<file path="src/rtl/kw_pkg.sv">
`timescale 1ns/1ps
package kw_pkg;
  localparam int FRAME_BITS = 11;
  localparam int STOP_IDX   = FRAME_BITS - 1;

  // odd parity holds when data plus parity carry an odd count of ones
  function automatic logic parity_odd(input logic [7:0] d, input logic p);
    return ^{d, p};
  endfunction

  function automatic logic frame_hit(input logic [9:0] f, input logic [7:0] code);
    return f[9] && parity_odd(f[7:0], f[8]) && (f[7:0] == code);
  endfunction
endpackage

</file>
<file path="src/rtl/kw_sync.sv">
`timescale 1ns/1ps
module kw_sync #(
  parameter int W = 2
) (
  input  logic         clk,
  input  logic         rst_n,
  input  logic [W-1:0] d_in,
  output logic [W-1:0] d_out
);
  for (genvar g = 0; g < W; g++) begin : g_bit
    logic s1, s2;
    always_ff @(posedge clk or negedge rst_n) begin
      if (!rst_n) begin
        s1 <= 1'b1;
        s2 <= 1'b1;
      end else begin
        s1 <= d_in[g];
        s2 <= s1;
      end
    end
    assign d_out[g] = s2;
  end
endmodule

</file>
<file path="src/rtl/kw_gap_timer.sv">
`timescale 1ns/1ps
module kw_gap_timer #(
  parameter int CLK_PER_US = 4,
  parameter int GAP_MIN_US = 115,
  parameter int GAP_MAX_US = 145
) (
  input  logic clk,
  input  logic rst_n,
  input  logic line_hi,
  output logic gap_ok,
  output logic idle_to
);
  localparam int PW = $clog2(CLK_PER_US + 1);
  localparam int HW = $clog2(GAP_MAX_US + 1);
  localparam logic [PW-1:0] PRE_LAST = PW'(CLK_PER_US - 1);
  localparam logic [HW-1:0] HI_MIN   = HW'(GAP_MIN_US);
  localparam logic [HW-1:0] HI_MAX   = HW'(GAP_MAX_US);

  logic [PW-1:0] pre;
  logic [HW-1:0] hi_us;
  logic          us_tick;

  assign us_tick = (pre == PRE_LAST);

  always_ff @(posedge clk or negedge rst_n) begin
    if (!rst_n) pre <= '0;
    else if (us_tick) pre <= '0;
    else pre <= pre + 1'b1;
  end

  always_ff @(posedge clk or negedge rst_n) begin
    if (!rst_n) hi_us <= '0;
    else if (!line_hi) hi_us <= '0;
    else if (us_tick && hi_us < HI_MAX) hi_us <= hi_us + 1'b1;
  end

  assign gap_ok  = (hi_us >= HI_MIN);
  assign idle_to = (hi_us >= HI_MAX);
endmodule

</file>
<file path="src/rtl/kw_frame_rx.sv">
`timescale 1ns/1ps
module kw_frame_rx
  import kw_pkg::*;
(
  input  logic       clk,
  input  logic       rst_n,
  input  logic       clk_fall,
  input  logic       s_dat,
  input  logic       gap_ok,
  input  logic       idle_to,
  input  logic [7:0] code,
  output logic       in_frame,
  output logic       hit
);
  logic [3:0] bit_cnt;
  logic [9:0] sh;
  logic [9:0] sh_nxt;

  assign sh_nxt = {s_dat, sh[9:1]};

  always_ff @(posedge clk or negedge rst_n) begin
    if (!rst_n) begin
      in_frame <= 1'b0;
      bit_cnt  <= '0;
      sh       <= '0;
      hit      <= 1'b0;
    end else begin
      hit <= 1'b0;
      if (!in_frame) begin
        if (clk_fall && gap_ok && !s_dat) begin
          in_frame <= 1'b1;
          bit_cnt  <= 4'd1;
        end
      end else if (idle_to) begin
        in_frame <= 1'b0;
      end else if (clk_fall) begin
        sh      <= sh_nxt;
        bit_cnt <= bit_cnt + 1'b1;
        if (bit_cnt == 4'(STOP_IDX)) begin
          in_frame <= 1'b0;
          hit      <= frame_hit(sh_nxt, code);
        end
      end
    end
  end
endmodule

</file>
<file path="src/rtl/kw_evt_reg.sv">
`timescale 1ns/1ps
module kw_evt_reg (
  input  logic       clk,
  input  logic       rst_n,
  input  logic       reg_wr,
  input  logic [1:0] reg_addr,
  input  logic [7:0] reg_wdata,
  input  logic       hit,
  output logic [7:0] code,
  output logic       en,
  output logic       pol,
  output logic       sts,
  output logic       clr_req,
  output logic [7:0] reg_rdata,
  output logic       pme_out
);
  assign clr_req = reg_wr && (reg_addr == 2'd2) && reg_wdata[0];

  always_ff @(posedge clk or negedge rst_n) begin
    if (!rst_n) begin
      code <= '0;
      en   <= 1'b0;
      pol  <= 1'b0;
      sts  <= 1'b0;
    end else begin
      if (reg_wr && reg_addr == 2'd0) code <= reg_wdata;
      if (reg_wr && reg_addr == 2'd1) begin
        en  <= reg_wdata[0];
        pol <= reg_wdata[1];
      end
      if (hit) sts <= 1'b1;
      else if (clr_req) sts <= 1'b0;
    end
  end

  always_comb begin
    case (reg_addr)
      2'd0:    reg_rdata = code;
      2'd1:    reg_rdata = {6'd0, pol, en};
      2'd2:    reg_rdata = {7'd0, sts};
      default: reg_rdata = 8'd0;
    endcase
  end

  assign pme_out = (sts && en) ? pol : ~pol;
endmodule

</file>
<file path="src/rtl/kbd_wake_det.sv">
`timescale 1ns/1ps
module kbd_wake_det #(
  parameter int CLK_PER_US = 4,
  parameter int GAP_MIN_US = 115,
  parameter int GAP_MAX_US = 145
) (
  input  logic       clk,
  input  logic       rst_n,
  input  logic       kb_clk,
  input  logic       kb_dat,
  input  logic       reg_wr,
  input  logic [1:0] reg_addr,
  input  logic [7:0] reg_wdata,
  output logic [7:0] reg_rdata,
  output logic       pme_out
);
  logic [1:0] s_lines;
  logic       s_clk, s_dat, s_clk_q;
  logic       clk_fall, gap_ok, idle_to, in_frame, hit;
  logic [7:0] code;
  logic       en, pol, sts, clr_req;

  kw_sync #(.W(2)) u_sync (
    .clk(clk), .rst_n(rst_n), .d_in({kb_dat, kb_clk}), .d_out(s_lines)
  );
  assign s_clk = s_lines[0];
  assign s_dat = s_lines[1];

  always_ff @(posedge clk or negedge rst_n) begin
    if (!rst_n) s_clk_q <= 1'b1;
    else s_clk_q <= s_clk;
  end
  assign clk_fall = s_clk_q && !s_clk;

  kw_gap_timer #(
    .CLK_PER_US(CLK_PER_US), .GAP_MIN_US(GAP_MIN_US), .GAP_MAX_US(GAP_MAX_US)
  ) u_gap (
    .clk(clk), .rst_n(rst_n), .line_hi(s_clk), .gap_ok(gap_ok), .idle_to(idle_to)
  );

  kw_frame_rx u_rx (
    .clk(clk), .rst_n(rst_n), .clk_fall(clk_fall), .s_dat(s_dat),
    .gap_ok(gap_ok), .idle_to(idle_to), .code(code),
    .in_frame(in_frame), .hit(hit)
  );

  kw_evt_reg u_reg (
    .clk(clk), .rst_n(rst_n), .reg_wr(reg_wr), .reg_addr(reg_addr),
    .reg_wdata(reg_wdata), .hit(hit), .code(code), .en(en), .pol(pol),
    .sts(sts), .clr_req(clr_req), .reg_rdata(reg_rdata), .pme_out(pme_out)
  );
endmodule

</file>
<file path="config.mk">
export PLATFORM = sky130hd
export DESIGN_NAME = kbd_wake_det
export DESIGN_NICKNAME = d
export VERILOG_FILES = /design/src/rtl/kw_pkg.sv /design/src/rtl/kw_sync.sv /design/src/rtl/kw_gap_timer.sv /design/src/rtl/kw_frame_rx.sv /design/src/rtl/kw_evt_reg.sv /design/src/rtl/kbd_wake_det.sv
export SDC_FILE = /design/constraint.sdc
export NUM_CORES = 1
export LEC_CHECK = 0
export CAP_MARGIN = 20
export CORE_ASPECT_RATIO = 0.8
export CORE_MARGIN = 5
export CORE_UTILIZATION = 45
export DETAILED_ROUTE_END_ITERATION = 6
export GPL_ROUTABILITY_DRIVEN = 0
export HOLD_SLACK_MARGIN = 0.08
export MAX_ROUTING_LAYER = met4
export PLACE_DENSITY = 0.66
export REMOVE_ABC_BUFFERS = 1
export SLEW_MARGIN = 0
export SYNTH_ARGS = -nofsm -noshare
export SYNTH_HDL_FRONTEND = slang
export SYNTH_SLANG_ARGS = --single-unit
</file>
<file path="constraint.sdc">
create_clock -name clk -period 4.55 [get_ports clk]
set_input_delay 0.91 -clock clk [delete_from_list [all_inputs] [get_ports clk]]
set_output_delay 0.91 -clock clk [all_outputs]
set_load 0.005 [all_outputs]
</file>
Yosys cells after proc, flatten, opt, wreduce, memory -nomap -nowiden --
Cells that the tools add are included.
Storage, ports and cells: input port bits 15, output and inout port bits 9, flip-flop bits (word level) 43
Cells by class: $add $sub $neg 3, eq/ne operators 8, reduce and logical (&&, ||, !) cells 19, bitwise gates (word level) 2, order comparisons 3, mux-type cells 20
Operators with widths (count):
- one-hot mux 8 bit (3 select lines) | 1
- 2-to-1 mux 4 bit | 4
- 2-to-1 mux 8 bit | 2
- 2-to-1 mux 1 bit | 12
- logical AND 1 bit | 11
- parity 9 bit | 1
- adder 8 x 1 -> 8 bit, second input constant | 1
- equality test 8 bit | 1
- >= comparator 8 x 7 -> 1 bit, second input constant | 1
- >= comparator 8 bit, second input constant | 1
- < comparator 8 bit, second input constant | 1
- AND reduction 3 bit | 2
- adder 4 x 1 -> 4 bit, second input constant | 1
- equality test 4 bit, second input constant | 1
- inequality test 2 x 1 -> 1 bit, second input constant | 2
- nonzero test 2 bit | 2
- adder 3 x 1 -> 3 bit, second input constant | 1
- equality test 3 x 2 -> 1 bit, second input constant | 1
- 2-to-1 mux 3 bit | 1
- equality test 2 x 1 -> 1 bit, second input constant | 1
- equality test 2 bit, second input constant | 1
- logical NOT 1 bit | 2
- logical NOT 2 bit | 1
- inequality test 2 bit, second input constant | 1
- NOT 1 bit | 2

Depth between registers and ports, before layout --
depth after elaboration 7, mapped depth 7, depth with buffers taken out 6

Modules after synthesis --
A second synthesis with hierarchy kept.
Second synthesis, totals: cells, all modules 191, area, all modules 2130.8 µm²
Modules (own cells, without submodules):
- kw_frame_rx | instances 1, seq. area each 375.4 µm², area an instance 813.3 µm², cells each 84
- kw_gap_timer | instances 1, seq. area each 275.3 µm², area an instance 616.8 µm², cells each 58
- kw_evt_reg | instances 1, seq. area each 275.3 µm², area an instance 540.5 µm², cells each 41
- kw_sync | instances 1, seq. area each 105.1 µm², area an instance 120.1 µm², cells each 6
- kbd_wake_det | instances 1, seq. area each 26.3 µm², area an instance 40.0 µm², cells each 2

Worst setup path after synthesis --
No wires, ideal clock.
path type input to output, start point in reg_addr[1], end point out reg_rdata[2], required time 3640 ps, path buffers 0, stages on the path 2, path slack 2377 ps, data arrival time 1263 ps, cells stage by stage nor2_1 > and2_1
On the way: longest elaborated chain between the ends 2, elaborated cells on any way between the ends 4, those cells by class 2 x eq/ne; 1 x mux; 1 x reduce/logical
RTL lines:
- start: declaration | RTL line kbd_wake_det.sv:12 | input logic [1:0] reg_addr,
- equality test 2 bit (tied with other cells) | RTL line kw_evt_reg.sv:37 | case (reg_addr)
- one-hot mux 8 bit (3 select lines) (*) | RTL line kw_evt_reg.sv:37
- end: declaration | RTL line kbd_wake_det.sv:14 | output logic [7:0] reg_rdata,
Mark *: on every way between the ends. The rest lies on a longest branch, timed or not.

Final worst setup path --
start point in reg_addr[0], end point out reg_rdata[2]
Same word-level chain as after synthesis.

==> results.sh <==
export IMPL_outcome="complete, no violations"
export IMPL_avgSynthCellArea_um2=12.0
export IMPL_holdBufCountCts=0
export IMPL_endpoint_kind="output pin"
export IMPL_rsz0062_at_grt="no"
export IMPL_required_ps=3640
export IMPL_vias=1390
export IMPL_yosysSeqAreaShare_pct=49.9
export IMPL_root_buffer="clkbuf_8"
export IMPL_fin_nets=225
export IMPL_postRouteWirelength_mm=3.84
export IMPL_synth_fa_ha_area_share_pct=3.55
export IMPL_synth_top_family_by_area="simple AND/OR/NAND/NOR gates"
export IMPL_timing_final_crit_share_pct=73.8
export IMPL_multi_input_area_mm2=0.00102
export IMPL_portBuffers=23
export IMPL_synth_edf_count=0
export IMPL_r2r_slack_ps=2570
export IMPL_die_h_um=71.4
export IMPL_cp_max_fo=7
export IMPL_hold_path_end="u_sync.g_bit[1].s2"
export IMPL_core_mm2=0.00457
export IMPL_drive_above_1_share_pct=19.0
export IMPL_finalHoldViolCount=0
export IMPL_yosys_most_used_dff="dfrtp_1"
export IMPL_io_pin_count=24
export IMPL_grt_pass1_vias=1383
export IMPL_yosys_area_share_simple_pct=14.2
export IMPL_hpwl_mm=2.89
export IMPL_cts_sinks=42
export IMPL_synth_compound_area_share_pct=9.93
export IMPL_ys_async_sr_fraction_pct=100
export IMPL_hold_path_class="register to register"
export IMPL_synth_cell_types=44
export IMPL_timing_slew_headroom_pct=38.5
export IMPL_routedWlPerCell_um=14.5
export IMPL_synth_mux_area_share_pct=12.7
export IMPL_clkLatencyLatePin_ps=290
export IMPL_r2r_cells=5
export IMPL_cts_htree_levels=2
export IMPL_die_area_mm2=0.00618
export IMPL_row_count=22
export IMPL_grtUsageTotal_pct=13.8
export IMPL_crit_type="input pin to output pin"
export IMPL_crit_start="reg_addr[0]"
export IMPL_fin_skew_ps=7.48
export IMPL_placed_area_mm2=0.00240
export IMPL_cts_path_max_buffers=2
export IMPL_power_leakage_nw=1.05
export IMPL_netlist_area_mm2=0.00212
export IMPL_drc=0
export IMPL_gr_total_overflow=0
export IMPL_min_delay_start="u_sync.g_bit[1].s1"
export IMPL_worst_slew_pin_slew_ps=923
export IMPL_period_needed_ps=3360
export IMPL_ctsResizeCount=0
export IMPL_start_util_pct=46.3
export IMPL_setup_viol=0
export IMPL_path_clk_slew_ps=80
export IMPL_diodes=0
export IMPL_drt_pass1_iterations=4
export IMPL_drv_slew=0
export IMPL_start_kind="input pin"
export IMPL_cts_tree="yes"
export IMPL_grt_pass1_wl_mm=6.52
export IMPL_die_w_um=86.7
export IMPL_syn2layout_area_growth_pct=17.7
export IMPL_synth_ff_latch_count=42
export IMPL_cp_arrival_ps=2450
export IMPL_stdcell_area_mm2=0.00249
export IMPL_timing_rr_start="u_gap.hi_us[1]"
export IMPL_cap_viol_max_count=0
export IMPL_holdPathStages=0
export IMPL_timing_fmax_mhz=298
export IMPL_ir_drop_mv=0.197
export IMPL_synth_xor_area_share_pct=7.68
export IMPL_nFillCells=416
export IMPL_vias_per_cell=5.25
export IMPL_antenna_left=0
export IMPL_timing_rr_end="u_rx.sh[7]"
export IMPL_cts_setup_buffers=0
export IMPL_power_density_mw_per_mm2=295
export IMPL_seqCellArea_mm2=0.00106
export IMPL_antenna_found_initial=0
export IMPL_grt_start_max_net_pins=43
export IMPL_drtIter0Drc=109
export IMPL_cts_buffers=5
export IMPL_setup_tns_ps=0
export IMPL_synthCells=176
export IMPL_synth_warnings=0
per-layer routing:
metal / up-vias / track usage [%] / routed length, um
met2: 22 / 19.8 / 1790
li1: 685 / - / -
met5: - / - / 0
met4: 0 / 5.19 / 79
met3: 9 / 3.45 / 125
met1: 674 / 18.8 / 1840
cell usage in the layout (no fill, tap or decap), types with 5 or more instances in the layout:
| cell type | count |
|---|---|
| and2_1 | 7 |
| mux2_2 | 15 |
| ha_1 | 6 |
| o21ai_0 | 7 |
| nand2_1 | 6 |
| nor2_1 | 10 |
| clkdlybuf4s50_1 | 22 |
| xor2_1 | 5 |
| nand3_1 | 6 |
| dfstp_2 | 5 |
| clkbuf_8 | 5 |
| dfrtp_1 | 37 |
| inv_1 | 7 |
| xnor2_1 | 11 |
cells by family after synthesis:
group / count (synthesis)
flops: 42
compound gates: 28
xor+xnor: 17
simple gates: 51
fa+ha+maj: 6
mux: 23
buf+inv: 9
state kept, by name, summed over array words and instances, names as in the netlist:
signal	count
u_rx.hit	1
u_rx.sh	9
u_sync.g_bit.s1	2
u_reg.en	1
u_reg.code	8
u_sync.g_bit.s2	2
u_rx.bit_cnt	4
u_gap.hi_us	8
u_reg.pol	1
u_reg.sts	1
u_rx.in_frame	1
u_gap.pre	3
s_clk_q	1
critical path: stages:
cell	delay, ps
clkdlybuf4s50_1	520
nor2_1	330
and2_1	190
clkdlybuf4s50_1	500
Yosys cell counts (2+ instances only):
library cell	instances	area (um^2)
or3_1	4	25.0
dfrtp_1	37	926
nand2_1	6	22.5
nor2b_1	4	25.0
o41ai_1	2	17.5
o21ai_0	7	35.0
nand4_1	2	12.5
a21oi_1	4	20.0
and2_1	7	43.8
mux2_2	15	169
nand3_1	6	30.0
nor4_1	2	12.5
nand2b_1	2	12.5
ha_1	6	75.1
mux2_4	4	60.1
xnor2_1	11	96.3
o211ai_1	4	30.0
nor2_1	10	37.5
mux2i_1	4	40.0
xor2_1	5	43.8
inv_1	7	26.3
dfstp_2	5	131
cell type report:
type                       instances  area share (%)
clock buffer                       5            2.76
clock inverter                     3           0.854
inverter                           7            1.05
multi-input combinational        125            40.8
sequential                        42            42.4
tap                               60            3.01
timing repair buffer              23            9.04
worst max-delay path by stage:
stage                         to
CTS                 reg_rdata[2]
global route        reg_rdata[2]
floorplan           reg_rdata[2]
detailed placement  reg_rdata[2]
global placement    reg_rdata[3]
finish              reg_rdata[2]
through the flow:
| stage | cells | total power [mW] | utilization (%) | setup WS, ps | hold slack [ps] |
|---|---|---|---|---|---|
| final | 265 | 0.735 | 54.5 | 1190 | 358 |
| after global routing | 265 | 0.768 | 54.5 | 1070 | 362 |
| after CTS | 265 | 0.744 | 54.5 | 1170 | 361 |
| after floorplan | 174 | 0.459 | - | 2380 | 345 |
| after detailed placement | 257 | 0.506 | 52.5 | 1170 | 348 |
| after global placement | 257 | 0.503 | 52.5 | 1260 | 346 |
report_power, final:
part,total (mW),switching (mW),internal (mW)
sequential,0.413,0.0185,0.395
combinational,0.0845,0.0323,0.0522
clock,0.237,0.129,0.108
(Power assumes the default switching activity.)
